`src/rtl/bam_timebase.sv`:
```
module bam_timebase #(
   parameter int unsigned SLOTS     = 16,
   parameter int unsigned UNIT_CLKS = 1,
   localparam int unsigned SLOT_W   = $clog2(SLOTS)
) (
   input  logic              clk,
   input  logic              rst_n,
   input  logic              run,
   output logic [SLOT_W-1:0] slot_o,
   output logic              first_o,
   output logic              last_o
);
   logic [SLOT_W-1:0] slot_q;
   logic [SLOTS-1:0]  dwell_q;
   logic [SLOTS-1:0]  dwell_lim;
   logic              tick;
   logic              unit_zero;
   logic              slot_end;
   logic              last_slot;

   // Prescaler variant chosen by the base unit
   generate
      if (UNIT_CLKS == 1) begin : g_no_pre
         assign tick      = 1'b1;
         assign unit_zero = 1'b1;
      end else begin : g_pre
         localparam int unsigned PRE_W = $clog2(UNIT_CLKS);
         logic [PRE_W-1:0] pre_q;
         always_ff @(posedge clk) begin
            if (!rst_n || !run)        pre_q <= '0;
            else if (tick)             pre_q <= '0;
            else                       pre_q <= pre_q + 1'b1;
         end
         assign tick      = (pre_q == PRE_W'(UNIT_CLKS - 1));
         assign unit_zero = (pre_q == '0);
      end
   endgenerate

   // Slot k holds for 2^k units: limit is a mask of k low ones
   always_comb begin
      dwell_lim = '0;
      for (int i = 0; i < SLOTS; i++)
         if (SLOT_W'(i) < slot_q) dwell_lim[i] = 1'b1;
   end

   assign slot_end  = tick && (dwell_q == dwell_lim);
   assign last_slot = (slot_q == SLOT_W'(SLOTS - 1));

   always_ff @(posedge clk) begin
      if (!rst_n || !run) begin
         slot_q  <= '0;
         dwell_q <= '0;
      end else if (slot_end) begin
         dwell_q <= '0;
         slot_q  <= last_slot ? '0 : slot_q + 1'b1;
      end else if (tick) begin
         dwell_q <= dwell_q + 1'b1;
      end
   end

   assign slot_o  = slot_q;
   assign first_o = run && unit_zero && (dwell_q == '0) && (slot_q == '0);
   assign last_o  = run && slot_end && last_slot;
endmodule

```
`src/rtl/bam_bank.sv`:
```
module bam_bank #(
   parameter int unsigned PINS  = 24,
   parameter int unsigned SLOTS = 16,
   localparam int unsigned SLOT_W = $clog2(SLOTS)
) (
   input  logic              clk,
   input  logic              rst_n,
   input  logic              wr_en,
   input  logic [SLOT_W-1:0] wr_slot,
   input  logic [PINS-1:0]   wr_data,
   input  logic              commit,
   input  logic              swap_ok,
   input  logic [SLOT_W-1:0] rd_slot,
   output logic [PINS-1:0]   rd_data,
   output logic              pending_o
);
   logic [PINS-1:0] stage_q [SLOTS];
   logic [PINS-1:0] live_q  [SLOTS];
   logic            pend_q;
   logic            do_swap;

   assign do_swap = pend_q && swap_ok;

   always_ff @(posedge clk) begin
      if (!rst_n) begin
         for (int k = 0; k < SLOTS; k++) begin
            stage_q[k] <= '0;
            live_q[k]  <= '0;
         end
      end else begin
         if (wr_en && (int'(wr_slot) < SLOTS)) stage_q[wr_slot] <= wr_data;
         if (do_swap)
            for (int k = 0; k < SLOTS; k++) live_q[k] <= stage_q[k];
      end
   end

   always_ff @(posedge clk) begin
      if (!rst_n)       pend_q <= 1'b0;
      else if (commit)  pend_q <= 1'b1;
      else if (do_swap) pend_q <= 1'b0;
   end

   assign rd_data   = live_q[rd_slot];
   assign pending_o = pend_q;
endmodule

```
`src/rtl/bam_modulator.sv`:
```
module bam_modulator #(
   parameter int unsigned PINS      = 24,
   parameter int unsigned SLOTS     = 16,
   parameter int unsigned UNIT_CLKS = 1,
   localparam int unsigned SLOT_W   = $clog2(SLOTS)
) (
   input  logic              clk,
   input  logic              rst_n,
   input  logic              enable,
   input  logic              wr_en,
   input  logic [SLOT_W-1:0] wr_slot,
   input  logic [PINS-1:0]   wr_data,
   input  logic              commit,
   output logic [PINS-1:0]   pins_o,
   output logic              frame_start_o
);
   generate
      if (PINS < 1)        begin : g_bad_pins  $error("PINS must be at least 1");       end
      if (SLOTS < 2)       begin : g_bad_slots $error("SLOTS must be at least 2");      end
      if (SLOTS > 24)      begin : g_big_slots $error("SLOTS above 24 is not allowed"); end
      if (UNIT_CLKS < 1)   begin : g_bad_unit  $error("UNIT_CLKS must be at least 1");  end
   endgenerate

   logic [SLOT_W-1:0] slot_w;
   logic              first_w;
   logic              last_w;
   logic [PINS-1:0]   pat_w;
   logic              pend_w;

   bam_timebase #(.SLOTS(SLOTS), .UNIT_CLKS(UNIT_CLKS)) u_time (
      .clk     (clk),
      .rst_n   (rst_n),
      .run     (enable),
      .slot_o  (slot_w),
      .first_o (first_w),
      .last_o  (last_w)
   );

   bam_bank #(.PINS(PINS), .SLOTS(SLOTS)) u_bank (
      .clk       (clk),
      .rst_n     (rst_n),
      .wr_en     (wr_en),
      .wr_slot   (wr_slot),
      .wr_data   (wr_data),
      .commit    (commit),
      .swap_ok   (!enable || last_w),
      .rd_slot   (slot_w),
      .rd_data   (pat_w),
      .pending_o (pend_w)
   );

   assign pins_o        = enable ? pat_w : '0;
   assign frame_start_o = first_w;
endmodule

```
`config.mk`:
```
export PLATFORM = sky130hd
export DESIGN_NAME = bam_modulator
export DESIGN_NICKNAME = d
export VERILOG_FILES = /design/src/rtl/bam_timebase.sv /design/src/rtl/bam_bank.sv /design/src/rtl/bam_modulator.sv
export SDC_FILE = /design/constraint.sdc
export NUM_CORES = 1
export LEC_CHECK = 0
export ABC_AREA = 1
export BUFFER_PORTS_ARGS = -buffer_cell sky130_fd_sc_hd__buf_2
export CAP_MARGIN = 0
export CORE_MARGIN = 2
export CORE_UTILIZATION = 45
export DETAILED_ROUTE_END_ITERATION = 10
export GPL_TIMING_DRIVEN = 0
export PLACE_DENSITY = 0.7
export SLEW_MARGIN = 10
export SYNTH_ARGS = -nofsm -noshare
export SYNTH_HDL_FRONTEND = slang
export SYNTH_HIERARCHICAL = 1
export SYNTH_SLANG_ARGS = --single-unit
```
`constraint.sdc`:
```
create_clock -name clk -period 28.2 [get_ports clk]
set_input_delay 1.41 -clock clk [delete_from_list [all_inputs] [get_ports clk]]
set_output_delay 1.41 -clock clk [all_outputs]
set_load 0.005 [all_outputs]
```
Yosys cells after proc, flatten, opt, wreduce, memory -nomap -nowiden. Memory sizes are Yosys's and may differ from the RTL's. A register that Yosys moved wholly into a read port is not among the register bits. Cells that the tools add are included.

Add/sub/neg operators: 2. Multipliers: 0. Div/mod/pow operators: 0. Order comparisons: 16. Equality and inequality tests: 2. Shift operators: 0. Muxes and demuxes: 48. Bitwise gates (word level): 16. Reduce and logical (&&, ||, !) cells: 14.

Operator list (count): 2-to-1 mux 24 bit (18); < comparator 4 bit, first input constant (8); 2-to-1 mux 1 bit (26); OR reduction 24 bit (1); adder 16 x 1 -> 16 bit, second input constant (1); == test 16 bit (1); logical NOT 16 bit (1); < comparator 3 x 4 -> 1 bit, first input constant (4); 2-to-1 mux 4 bit (4); bitwise OR 1 bit (16); < comparator 1 x 4 -> 1 bit, first input constant (2); < comparator 2 x 4 -> 1 bit, first input constant (2); logical AND 1 bit (5); adder 4 x 1 -> 4 bit, second input constant (1); == test 4 bit, second input constant (1); logical NOT 4 bit (1); logical NOT 1 bit (2); logical OR 1 bit (2); nonzero test 2 bit (1); OR reduction 2 bit (1).

Register bits: 21. Latch bits: 0. Bits in writable memories: 768. Bits in read-only memories: 0. Bits of input ports: 33. Output and inout port bits: 25. Memories kept: 2.

Memory list: u_bank.live_q (depth 16, bits a word 24, read ports 1, clocked after memory_dff 1, wr ports 16, RTL line bam_bank.sv:18) `logic [PINS-1:0] live_q [SLOTS];`; u_bank.stage_q (depth 16, bits a word 24, read ports 16, clocked after memory_dff 0, wr ports 16, RTL line bam_bank.sv:17) `logic [PINS-1:0] stage_q [SLOTS];`.

Longest topological paths before layout.
Depth in word-level cells: 11. Gate-level depth with buffers: 16. Mapped depth without buffers: 14.

Modules after synthesis. The synthesis kept the hierarchy.

By module, submodules not included: bam_bank (times used 1, cells each 3259, area each 32951.6 um^2, sequential area each 23082.1 um^2); bam_timebase (times used 1, cells each 260, area each 1682.9 um^2, sequential area each 400.4 um^2); bam_modulator (times used 1, cells each 53, area each 221.5 um^2, sequential area each 0.0 um^2).

Least setup slack after synthesis. Ideal clock, no wire load.

Kind: in2reg. From: in rst_n. To: mem u_bank.live_q[0][0], enable pin. Library setup time: 2.791 ns. Arrival time: 8.101 ns. Data required time: 25.409 ns. Setup slack: 17.308 ns. Stages: 3. Buffers on the path: 2. Cell sequence: buf_2 buf_1 nand2_1.

RTL lines: start, declared (RTL line bam_modulator.sv:8) `input logic rst_n,`; end, declared (RTL line bam_bank.sv:18).

==> metrics <==
most frequent cell after synthesis nand2_1; full die area 0.07970 mm^2; DR WL/cell 19.94 um; share of cells above drive strength 1 7.886%; status finished, final reports clean; Power Density 68.29 mW/mm^2; first-pass iteration count of the detailed router 6; Syn-to-layout area delta 12.67%; CTS H-Tree Depth 3; Synth cell types 37; CTS tree built; Final #Nets 3757; IO Pins 58; initial antenna violation count 3; # DRC 0; largest net degree at the start of global routing 55; post-DP HPWL 65110 um; Rows 102; Syn Area/Cell 9.758 um^2; number of global-route vias before repair 23.16k; Worst-Margin Slew 1.343 ns; fin. max-slew vios 0; ANT cells 0; final cycle utilization of the critical path 19.45%; CORE AREA 0.07708 mm^2; setup_tns 0 ns; DR vias 24.53k; fmax 0.1824 GHz; Required @ worst endpoint 26.79 ns; leakage 18.06 nW; final hold vios 0; Die Y-Extent 282.3 um; Synth area leaders edfxtp_1, nand2_1, inv_1, nor2_1, nand3_1; Layout Skew 0.03063 ns; CP endpoint kind primary output; worst setup path class reg -> out; die width 282.3 um; Min Clock Period, post-route 5.484 ns; # Post-CTS Setup Buffers 0; drt via density 5.090; Worst path slowest cell buf_1; crit-path leading delay family buffers and inverters; area leader, netlist edfxtp_1; CP Launch Type flop; gr ovfl total 0; most frequent cells after synthesis nand2_1, edfxtp_1, inv_1; Setup violations, final 0; CTS Buffer Depth 3; RSZ-0062 raised after global routing false; clk_lat worst skew 0.63 ns; max incr delay on CP 1.05 ns; clock-pin transition on the worst setup and hold timing paths 0.06 ns; Seq/Total Area, Yosys 67.37%; crit path max fanout 10; overall routing resource usage 24.13%; Worst slew margin 10.45%; CP Cell Sequence clkbuf_1 > buf_1 > nand3_1 > nand3_1 > nand2_1 > nand2_1 > inv_1 > buf_2; post-synthesis cell count 3572; Initial DRC Count 3186; syn nets 3610; CTS Root Cell clkbuf_16; gpl congestion 0.9082; max_cap viols 0; Port Buf Inserts 57; Post-DRT Antenna Nets 0; Async SR Flop Fraction 0%; Critical Path AT 4.07 ns; Cell Area, Synth 0.03486 mm^2; CTS buffer count 79; Hold-fix buffers, CTS 0; Buf/Inv on CP 4; first-pass GRT wire length 140000 um; Hold Path Class reg -> reg; final wirelength 96070 um; Ys Warns 6; Top FF cell, synth edfxtp_1; Resize count post-CTS 0; Num Clock Sinks 789; Max VDD drop 0.04505 mV; Post-synth EDFFs 768; Initial Util 45.22%; top cell type's share of synthesized area 66.16%; total power 2.682 mW; Synth Register Bits 789
## report_power, final
| part | total, mW | internal, mW | switching [mW] |
|---|---|---|---|
| Clock | 1.06 | 0.617 | 0.439 |
| Combinational | 0.246 | 0.0599 | 0.186 |
| Sequential | 1.38 | 1.36 | 0.0194 |
| Total | 2.68 | 2.04 | 0.645 |
## final cells by class
class / count / area, um^2
plain buffers: 186 / 837.1
clock buffers: 102 / 2168
clock inverters: 39 / 412.9
fillers: 6786 / 37810
inverters: 761 / 2856
multi-input cells: 1836 / 7702
flip-flops and latches: 789 / 23480
well taps: 1040 / 1301
repair buffers: 66 / 510.5
## worst min-delay path: stages, from the launching register on
cell and delay, ns:
dfxtp_1 0.31, o21ai_0 0.07, a21oi_1 0.06
## logic make-up (layout without fill, tap and decap cells)
kind of cell             count (synthesis)  count (layout)  share of synthesized area [%]
AND/OR/NAND/NOR                       1801            1801                          21.21
adder cells (fa/ha/maj)                  5               5                         0.1795
XOR/XNOR                                10              10                         0.2513
buffers and inverters                  947            1154                          10.60
flip-flops                             789             789                          67.37
AO/OA/AOI/OAI                           20              20                         0.3877
## sequential cells by signal (all words and copies together), names as in the netlist
name	flops
u_time/slot_o	4
u_bank/pending_o	1
u_bank/live_q	384
u_bank/stage_q	384
u_time/dwell_q	16
## placed cells by master (no fill, tap or decap), types with 2 or more instances in the layout
cell type	netlist	layout
nand2_1	780	773
edfxtp_1	768	768
inv_1	758	758
nor2_1	651	651
nand3_1	311	311
buf_2	65	122
clkbuf_1	94	111
clkbuf_16	0	83
dfxtp_1	21	21
buf_1	20	20
nand2_2	13	19
clkinv_2	0	13
clkinv_1	1	13
nand4_1	12	12
a21oi_1	11	11
nor2_4	10	10
xor2_1	9	9
bufinv_16	0	8
buf_16	0	6
nor3_1	6	6
buf_6	5	5
ha_1	5	5
nand2_4	3	4
buf_12	1	4
nor2_2	4	4
o21ai_0	4	4
nor3_4	3	3
clkbuf_8	0	2
clkinv_4	0	2
inv_6	0	2
nor4_1	2	2
inv_2	2	2
a21oi_4	2	2
## through the flow
| stage | hold WS, ns | cells | instance area, um^2 | setup slack, ns | utilization (%) |
|---|---|---|---|---|---|
| after CTS | 0.4795 | 4819 | 39260 | 22.95 | 50.94 |
| after global routing | 0.5055 | 4819 | 39270 | 22.82 | 50.95 |
| after detailed placement | 0.4710 | 4678 | 36680 | 23.44 | 47.59 |
| after floorplan | 0.4532 | 3572 | 34860 | 17.31 | - |
| after global placement | 0.4634 | 4669 | 36440 | 12.13 | 47.28 |
| final | 0.4830 | 4819 | 39270 | 22.72 | 50.95 |
## path summary, 6_finish.rpt
| kind | cells past startpoint | endpoint | start | slack (ns) |
|---|---|---|---|---|
| setup reg to reg | 15 | u_bank/live_q[13][18] | u_time/slot_o[0] | 24.44 |
| setup / recovery | 8 | pins_o[14] | u_time/slot_o[2] | 22.72 |
| hold / removal | 2 | u_time/dwell_q[14] | u_time/dwell_q[14] | 0.48 |
| hold reg to reg | 2 | u_time/dwell_q[14] | u_time/dwell_q[14] | 0.48 |
## per-layer routing
metal  global-route usage, %  vias to the layer above  routed length, um
met4                   11.59                        2               4613
met3                   4.212                      243              10830
met5                       0                        -                 11
met1                   30.37                    11550              34700
met2                   40.51                     1388              45920
li1                        -                    11340                  -
(Power assumes the default switching activity.)
